$ cat src/rtl/tmr_pkg.sv
package tmr_pkg;
  localparam int NDIV        = 4;   // prescaler taps: /4 /16 /64 /256
  localparam int CTRL_W      = 16;
  localparam int IE_BIT      = 5;
  localparam int FLAG_BIT    = 8;
  localparam int PSC_W       = 3;

  typedef enum logic [PSC_W-1:0] {
    PSC_D4   = 3'd0,
    PSC_D16  = 3'd1,
    PSC_D64  = 3'd2,
    PSC_D256 = 3'd3
  } psc_e;

  typedef enum logic [1:0] {
    SZ_BYTE = 2'd0,
    SZ_HALF = 2'd1,
    SZ_WORD = 2'd2
  } size_e;
endpackage

$ cat src/rtl/tmr_prescaler.sv
module tmr_prescaler
  import tmr_pkg::*;
#(
  parameter int TAPS = NDIV
) (
  input  logic            clk_i,
  input  logic            rst_ni,
  output logic [TAPS-1:0] tick_o
);
  localparam int CW = 2 * TAPS;

  logic [CW-1:0] cnt_q;

  always_ff @(posedge clk_i or negedge rst_ni) begin
    if (!rst_ni) cnt_q <= '0;
    else         cnt_q <= cnt_q + 1'b1;
  end

  // tap k fires once every 4^(k+1) cycles
  for (genvar k = 0; k < TAPS; k++) begin : g_tap
    assign tick_o[k] = &cnt_q[2*k+1:0];
    if (k > 0) begin : g_nest
      a_r5_tick_nest : assert property (@(posedge clk_i) disable iff (!rst_ni)
        tick_o[k] |-> tick_o[k-1]);
    end
  end
endmodule

$ cat src/rtl/tmr_channel.sv
module tmr_channel
  import tmr_pkg::*;
#(
  parameter int CW   = 32,
  parameter int TAPS = NDIV
) (
  input  logic              clk_i,
  input  logic              rst_ni,
  input  logic              run_i,
  input  logic [TAPS-1:0]   tick_i,
  input  logic [CW-1:0]     wdata_i,
  input  logic [CW/8-1:0]   be_i,
  input  logic              we_const_i,
  input  logic              we_cnt_i,
  input  logic              we_ctrl_i,
  output logic [CW-1:0]     const_o,
  output logic [CW-1:0]     cnt_o,
  output logic [CTRL_W-1:0] ctrl_o,
  output logic              irq_o
);
  localparam int NB = CW / 8;

  logic [CW-1:0]    const_q, cnt_q;
  logic [PSC_W-1:0] psc_q;
  logic             ie_q, flag_q;
  logic             tick_sel, underflow, flag_clr;

  function automatic logic [CW-1:0] merge(input logic [CW-1:0] old_v,
                                          input logic [CW-1:0] new_v,
                                          input logic [NB-1:0] be);
    logic [CW-1:0] r;
    r = old_v;
    for (int b = 0; b < NB; b++)
      if (be[b]) r[8*b +: 8] = new_v[8*b +: 8];
    return r;
  endfunction

  always_comb begin
    unique case (psc_q)
      PSC_D16:  tick_sel = tick_i[1];
      PSC_D64:  tick_sel = tick_i[2];
      PSC_D256: tick_sel = tick_i[3];
      default:  tick_sel = tick_i[0];
    endcase
  end

  assign underflow = run_i && tick_sel && (cnt_q == '0) && !we_cnt_i;
  assign flag_clr  = we_ctrl_i && be_i[1] && !wdata_i[FLAG_BIT];

  always_ff @(posedge clk_i or negedge rst_ni) begin
    if (!rst_ni) begin
      const_q <= '1;
      cnt_q   <= '1;
      psc_q   <= '0;
      ie_q    <= 1'b0;
      flag_q  <= 1'b0;
    end else begin
      if (we_const_i) const_q <= merge(const_q, wdata_i, be_i);
      // bus write beats the tick in the same cycle
      if (we_cnt_i)                 cnt_q <= merge(cnt_q, wdata_i, be_i);
      else if (run_i && tick_sel)   cnt_q <= (cnt_q == '0) ? const_q : cnt_q - 1'b1;
      if (we_ctrl_i && be_i[0]) begin
        psc_q <= wdata_i[PSC_W-1:0];
        ie_q  <= wdata_i[IE_BIT];
      end
      // set wins over clear so no event is lost
      if (underflow)     flag_q <= 1'b1;
      else if (flag_clr) flag_q <= 1'b0;
    end
  end

  always_comb begin
    ctrl_o           = '0;
    ctrl_o[PSC_W-1:0] = psc_q;
    ctrl_o[IE_BIT]   = ie_q;
    ctrl_o[FLAG_BIT] = flag_q;
  end

  assign const_o = const_q;
  assign cnt_o   = cnt_q;
  assign irq_o   = flag_q && ie_q;

  a_r2_stopped_holds : assert property (@(posedge clk_i) disable iff (!rst_ni)
    (!run_i && !we_cnt_i) |=> $stable(cnt_q));
  a_r3_dec_by_one : assert property (@(posedge clk_i) disable iff (!rst_ni)
    (run_i && tick_sel && cnt_q != '0 && !we_cnt_i) |=> cnt_q == $past(cnt_q) - 1'b1);
  a_r4_reload_flag : assert property (@(posedge clk_i) disable iff (!rst_ni)
    (run_i && tick_sel && cnt_q == '0 && !we_cnt_i) |=> (cnt_q == $past(const_q)) && flag_q);
  a_r6_flag_sticky : assert property (@(posedge clk_i) disable iff (!rst_ni)
    (flag_q && !flag_clr) |=> flag_q);
  a_r7_irq_cause : assert property (@(posedge clk_i) disable iff (!rst_ni)
    (!irq_o && !we_ctrl_i && !underflow) |=> !irq_o);
endmodule

$ cat src/rtl/tmr_unit.sv
module tmr_unit
  import tmr_pkg::*;
#(
  parameter int NCH     = 3,
  parameter int CW      = 32,
  parameter int AW      = 6,
  parameter int START_W = 8
) (
  input  logic           clk_i,
  input  logic           rst_ni,
  input  logic           req_i,
  input  logic           we_i,
  input  logic [1:0]     size_i,
  input  logic [AW-1:0]  addr_i,
  input  logic [CW-1:0]  wdata_i,
  output logic [CW-1:0]  rdata_o,
  output logic [NCH-1:0] irq_o
);
  localparam int NB   = CW / 8;
  localparam int WA_W = AW - 2;

  logic [WA_W-1:0]    waddr;
  logic [NB-1:0]      be;
  logic               wr;
  logic [START_W-1:0] start_q;
  logic [NDIV-1:0]    tick;

  logic [NCH-1:0]        sel_const, sel_cnt, sel_ctrl;
  logic [CW-1:0]         const_v [NCH];
  logic [CW-1:0]         cnt_v   [NCH];
  logic [CTRL_W-1:0]     ctrl_v  [NCH];

  assign waddr = addr_i[AW-1:2];
  assign wr    = req_i && we_i;

  always_comb begin
    unique case (size_i)
      SZ_BYTE: be = NB'(1) << addr_i[1:0];
      SZ_HALF: be = NB'(3) << {addr_i[1], 1'b0};
      default: be = '1;
    endcase
  end

  always_ff @(posedge clk_i or negedge rst_ni) begin
    if (!rst_ni)                          start_q <= '0;
    else if (wr && waddr == '0 && be[0])  start_q <= wdata_i[START_W-1:0];
  end

  tmr_prescaler #(.TAPS(NDIV)) u_psc (
    .clk_i  (clk_i),
    .rst_ni (rst_ni),
    .tick_o (tick)
  );

  for (genvar n = 0; n < NCH; n++) begin : g_ch
    assign sel_const[n] = (waddr == WA_W'(1 + 3*n));
    assign sel_cnt[n]   = (waddr == WA_W'(2 + 3*n));
    assign sel_ctrl[n]  = (waddr == WA_W'(3 + 3*n));

    tmr_channel #(.CW(CW), .TAPS(NDIV)) u_ch (
      .clk_i      (clk_i),
      .rst_ni     (rst_ni),
      .run_i      (start_q[n]),
      .tick_i     (tick),
      .wdata_i    (wdata_i),
      .be_i       (be),
      .we_const_i (wr && sel_const[n]),
      .we_cnt_i   (wr && sel_cnt[n]),
      .we_ctrl_i  (wr && sel_ctrl[n]),
      .const_o    (const_v[n]),
      .cnt_o      (cnt_v[n]),
      .ctrl_o     (ctrl_v[n]),
      .irq_o      (irq_o[n])
    );
  end

  always_comb begin
    rdata_o = '0;
    if (waddr == '0) rdata_o = CW'(start_q);
    for (int n = 0; n < NCH; n++) begin
      if (sel_const[n]) rdata_o = const_v[n];
      if (sel_cnt[n])   rdata_o = cnt_v[n];
      if (sel_ctrl[n])  rdata_o = CW'(ctrl_v[n]);
    end
  end

  a_r2_start_write_only : assert property (@(posedge clk_i) disable iff (!rst_ni)
    !(wr && waddr == '0) |=> $stable(start_q));
endmodule

$ cat config.mk
export PLATFORM = sky130hd
export DESIGN_NAME = tmr_unit
export DESIGN_NICKNAME = d
export VERILOG_FILES = /design/src/rtl/tmr_pkg.sv /design/src/rtl/tmr_prescaler.sv /design/src/rtl/tmr_channel.sv /design/src/rtl/tmr_unit.sv
export SDC_FILE = /design/constraint.sdc
export NUM_CORES = 1
export LEC_CHECK = 0
export CAP_MARGIN = 15
export CORE_MARGIN = 8
export CORE_UTILIZATION = 65
export DETAILED_ROUTE_END_ITERATION = 7
export DONT_BUFFER_PORTS = 1
export PLACE_DENSITY = 0.81
export SYNTH_ARGS = -nofsm -noshare
export SYNTH_HDL_FRONTEND = slang
export SYNTH_SLANG_ARGS = --single-unit
$ cat constraint.sdc
create_clock -name clk_i -period 7.5 [get_ports clk_i]
set_input_delay 0.375 -clock clk_i [delete_from_list [all_inputs] [get_ports clk_i]]
set_output_delay 0.375 -clock clk_i [all_outputs]
set_load 0.01 [all_outputs]
; ---- Yosys cells after proc, flatten, opt, wreduce, memory -nomap -nowiden
; Index checks and enable logic that the tools add are counted.
[word_totals]
memories = 0
latch_bits = 0
ff_bits = 223
in_bits = 44
output_inout_bits = 35
rom_bits = 0
ramBits = 0
elab_cells = 181
[classes]
addsub = 4
n_mux = 33
magnitude_cmp = 0
reduce_logical = 76
n_eq_ne = 31
n_shift = 2
bitwise = 0
div = 0
mul = 0
[op_table]
columns = cell, count
row1 = $mux 32, 18
row2 = $logic_not 32->1, 3
row3 = $sub 32x1->32 const B, 3
row4 = $reduce_and 2->1, 25
row5 = $mux 8, 5
row6 = $logic_and 1x1->1, 33
row7 = $ne 2x2->1 const B, 11
row8 = $eq 3x2->1 const B, 6
row9 = $eq 4x3->1 const B, 4
row10 = $reduce_bool 2->1, 6
row11 = $eq 3x1->1 const B, 3
row12 = $pmux 1 s3, 3
row13 = $add 8x1->8 const B, 1
row14 = $eq 4x2->1 const B, 2
row15 = $eq 4x4->1 const B, 2
row16 = $pmux 4 s2, 1
row17 = $reduce_and 8->1, 1
row18 = $mux 1, 6
row19 = $reduce_and 6->1, 1
row20 = $eq 4x1->1 const B, 1
row21 = $logic_not 1->1, 4
row22 = $logic_not 4->1, 1
row23 = $reduce_and 4->1, 1
row24 = $shl 1x2->4 const A, 1
row25 = other kinds (4), 4

; ---- Logic depth before layout (Yosys ltp)
[depth]
ltp_word = 11
ltp_mapped = 9

; ---- Hierarchy
; Synthesis repeated with hierarchy kept, for this count alone.
[unflattened]
hier_cells = 1712
area_unflattened_um2 = 15877.7
[by_module_without_submodules]
columns = mod, cells_each, instances, area_each_um2
row1 = tmr_channel at g_ch[0].u_ch ..., 452, 2, 4340.4
row2 = tmr_channel at g_ch[2].u_ch, 422, 1, 4184.0
row3 = tmr_unit, 359, 1, 2675.1
row4 = tmr_prescaler, 27, 1, 337.8

; ---- Worst setup path before layout
; OpenSTA, ideal clock, no wires.
[synth_path]
path_type = register to register
startpoint = register g_ch[0].u_ch.cnt_q[11]
endpoint = register g_ch[0].u_ch.cnt_q[24]
setup_slack_ns = 4.705
setup_time_ns = 0.078
stages_incl_launch_ff = 8
synth_period_minus_slack_ns = 2.795
arrival_time_ns = 2.717
n_path_buf = 1
path_cell_list = dfstp_2 -> or4_4 -> or3_4 -> or4_1 -> buf_2 -> or4_4 -> mux2_4 -> o22ai_1
[synth_via]
elab_chain_len = 4
[synth_lines]
columns = item, line_no
row1 = from (decl), tmr_channel.sv:23  ; logic [CW-1:0] const_q, cnt_q;
row2 = from (signal assigned), tmr_channel.sv:60  ; if (we_cnt_i) cnt_q <= merge(cnt_q, wdata_i, be_i);
row3 = from (signal assigned), tmr_channel.sv:61  ; else if (run_i && tick_sel) cnt_q <= (cnt_q == '0) ? const_q : cnt_q - 1'b1;
row4 = $sub 32x1->32 / $logic_not 32->1 (equally long branches), tmr_channel.sv:61
row5 = $mux 32 * (2 in series), tmr_channel.sv:61
row6 = $mux 32 *, tmr_channel.sv:60
; Mark *: on every way between the ends. The rest lies on a longest branch, timed or not. The select of a mux whose other input is x is not followed.
; A chain may end at the register's enable or synchronous reset.

; ---- Final worst setup path
[layout_path]
startpoint = register g_ch[2].u_ch.cnt_q[5]
endpoint = register g_ch[2].u_ch.cnt_q[14]
[layout_via]
elab_chain_len = 4
[layout_lines]
columns = item, line_no
row1 = from (decl), tmr_channel.sv:23
row2 = from (signal assigned), tmr_channel.sv:60
row3 = from (signal assigned), tmr_channel.sv:61
row4 = $sub 32x1->32 / $logic_not 32->1 (equally long branches), tmr_channel.sv:61
row5 = $mux 32 * (2 in series), tmr_channel.sv:61
row6 = $mux 32 *, tmr_channel.sv:60
; Marks and branches as above.

==> impl_metrics.csv <==
group,metric,value,unit
outcome,status,"complete, but fails checks",
outcome,violations,"hold timing",
clocking,clock_path_buffers,3,
routing,dr_total_vias,13257,
place,gp_congestion,0.981,
synthesis,ys_seq_area_share,41.5,%
routing,avgRoutedWirePerCell,27.0,microns
sta,holdWs,-0.0432,ns
worst_setup_path,cp_cell_sequence,"nor3_1 > nand4b_1 > or4_2 > and2_1 > a211o_1 > a21oi_1",
clocking,clk_root_buffer_cell,"clkbuf_16",
synthesis,synth-compound-area-share,20.2,%
clocking,hold_buffers,34,
die,chipHeight,163,microns
worst_setup_path,critPathSlowestCell,"or4_2",
finish,design_area,15300,sq um
synthesis,yosys_warnings,0,
global_routing,antenna_found_initial,4,
sta,finalSetupTns,0,ns
sta,rsz0062_at_grt,"false",
worst_setup_path,critPathMaxFanout,55,
hold_path,hold_class,"input pin to async pin",
place,place_area,14200,sq um
clocking,post_cts_resized,0,
sta,period_needed,3.75,ns
synthesis,synthAdderAreaFrac,0.624,%
routing,final_antenna_net_count,0,
global_routing,grt_pass1_wl,73800,microns
clocking,post_cts_buffers,0,
synthesis,synthCells,1522,
worst_setup_path,crit_required,7.96,ns
clocking,cts_max_level,1,
global_routing,grt_usage,35.9,%
routing,via_per_inst,7.40,
sta,slew_viol_final,0,
clocking,clkLatencyLatePin,0.53,ns
synthesis,synth_edf_count,0,
die,core-area,21100,sq um
clocking,clk_pin_slew,0.06,ns
sta,period_share,50.0,%
synthesis,ys_ff_latch,223,
synthesis,syn_area_per_cell,9.22,sq um
die,std_cell_rows,53,
global_routing,overflow,0,
synthesis,yosys.area_share.simple,18.9,%
worst_setup_path,critPathCaptureType,"flip-flop",
synthesis,synthMuxAreaShare,12.0,%
routing,drt_iter0_markers,1837,
routing,wl,48500,microns
clocking,numCtsBuffers,25,
finish,stdcell_count,1792,
synthesis,syn-num-nets,1573,
worst_setup_path,slowest_delay,1.23,ns
pwr,powerDensity,279,nW/um^2
synthesis,yosys.cell_types.count,80,
synthesis,synth_top_family_by_area,"compound AO/OA/AOI/OAI gates",
finish,layout_common_cells,"192 x dfstp_2, 152 x nand2_1, 134 x nor2_1",
synthesis,async_flop_share,100,%
die,top_level_ports,79,
finish,n_fill_cell,1529,
sta,tightest_slew,1.17,ns
routing,drt_pre_antenna_iters,6,
finish,area_growth,8.85,%
finish,final_common_cell,"dfstp_2",
run,drv_cap,0,
place,dp_hpwl,32100,microns
finish,drive_gt1_share,26.0,%
pwr,irDropWorstVdd,0.000237,V
sta,hold_viol,18,
worst_setup_path,worstPathArrival,4.21,ns
global_routing,grt_pass1_vias,12289,
place,port_buffers,0,
worst_setup_path,path_class,"flip-flop to flip-flop",
pwr,leakagePower,5.86,nW
synthesis,synth_xor_area_share,3.12,%
sta,finClkSkew,0.0133,ns
sta,max_slew_margin,21.7,%
routing,drc_errors,0,
finish,fin_nets,1549,
place,dp_cells,1710,
synthesis,ys.flop_type,"dfstp_2",
die,fp.dieArea,26600,sq um
sta,clock.fmax,267,MHz
clocking,cts_tree,"done",
sta,finalSetupViolations,0,
die,die_x,163,microns
synthesis,syn_area,14000,sq um
global_routing,grt_max_degree,224,
pwr,totalPowerFinal,4.27,mW
worst_setup_path,start_kind,"flip-flop",
die,start_util,66.6,%
clocking,cts_num_sinks,223,
-- cell type report --
type,instances,area (sq um),area share [%]
diodes,4,10.0,0.0655
clock buffers,33,656,4.29
clock inverters,9,65.1,0.426
inverters,27,101,0.663
multi-input cells,1163,7740,50.7
flip-flops and latches,223,5820,38.1
well taps,275,344,2.25
repair buffers,58,541,3.54
-- sequential cells by signal, summed over array words and instances, names as in the netlist --
signal / cells
g_ch.u_ch.cnt_o: 96
g_ch.u_ch.const_o: 96
g_ch.u_ch.psc_q: 9
start_q: 8
u_psc.cnt_q: 8
g_ch.u_ch.flag_q: 3
g_ch.u_ch.ie_q: 3
-- where the power goes --
part / total, mW / internal (mW) / switching, mW
combinational: 1.00 / 0.495 / 0.509
sequential: 2.13 / 1.68 / 0.449
clock: 1.14 / 0.642 / 0.495
-- worst max-delay path: cells and delay by family, from the launching register on --
family | cells | cell delay (ns)
AOI/OAI and AO/OA | 2 | 0.44
DFF | 1 | 0.39
and+or+nand+nor | 4 | 2.85
-- cells by family (layout without fill, tap and decap cells) --
kind of cell / Yosys count / after routing
compound gates: 414 / 414
xor+xnor: 50 / 50
fa+ha+maj: 7 / 7
buf+inv: 136 / 127
flops: 223 / 223
mux: 150 / 150
other cells: 0 / 4
simple gates: 542 / 542
-- per-layer routing --
layer | track usage [%] | wire (microns)
met4 | 11.7 | 1850
met1 | 49.6 | 18300
met3 | 14.2 | 8330
met5 | 0 | 24
met2 | 50.4 | 20000
-- synthesized netlist by cell type (all sizes together), types with 8 or more instances --
cell type,n,share of area (%)
dfstp,192,36
nand2,153,4.1
nor2,135,3.6
mux2,118,9.5
clkbuf,95,2.5
a22oi,83,4.4
nand3,62,2.2
a21oi,61,2.2
o21ai,56,2.0
a31oi,47,2.1
nor3,38,1.4
o211ai,36,1.9
dfrtp,31,5.5
mux2i,30,2.1
xnor2,29,1.8
nor4,28,1.3
inv,27,0.72
or4,22,1.2
xor2,21,1.3
o22ai,17,0.76
or3,16,0.75
nand4,15,0.67
buf,14,0.49
a211oi,13,0.70
and2,13,0.58
o31ai,12,0.64
and3,11,0.49
nand2b,11,0.49
o22a,10,0.63
o221ai,9,0.56
a21o,8,0.43
o21a,8,0.43
or2,8,0.36
-- final timing paths --
check / from / endpoint / slack, ns / depth (start not counted)
max: g_ch[2].u_ch.cnt_o[5]$_DFFE_PN1P_ / g_ch[2].u_ch.cnt_o[14]$_DFFE_PN1P_ / 3.75 / 6
min: rst_ni / start_q[2]$_DFFE_PN0P_ / -0.04 / 1
max reg2reg: g_ch[2].u_ch.cnt_o[5]$_DFFE_PN1P_ / g_ch[2].u_ch.cnt_o[14]$_DFFE_PN1P_ / 3.75 / 6
min reg2reg: u_psc.cnt_q[0]$_DFF_PN0_ / u_psc.cnt_q[0]$_DFF_PN0_ / 0.48 / 1
max in group asynchronous: rst_ni / g_ch[2].u_ch.flag_q$_DFFE_PN0P_ / 6.81 / 1
min in group clk_i: wdata_i[8] / g_ch[2].u_ch.const_o[8]$_DFFE_PN1P_ / 0 / 1
-- through the flow --
stage / util (%) / setup slack (ns)
after floorplan: - / 4.70
after global placement: 67.2 / 3.96
after detailed placement: 67.2 / 3.85
after CTS: 72.3 / 3.84
after global routing: 72.5 / 3.56
final: 72.5 / 3.75
Power figures use the tool's default switching activity.
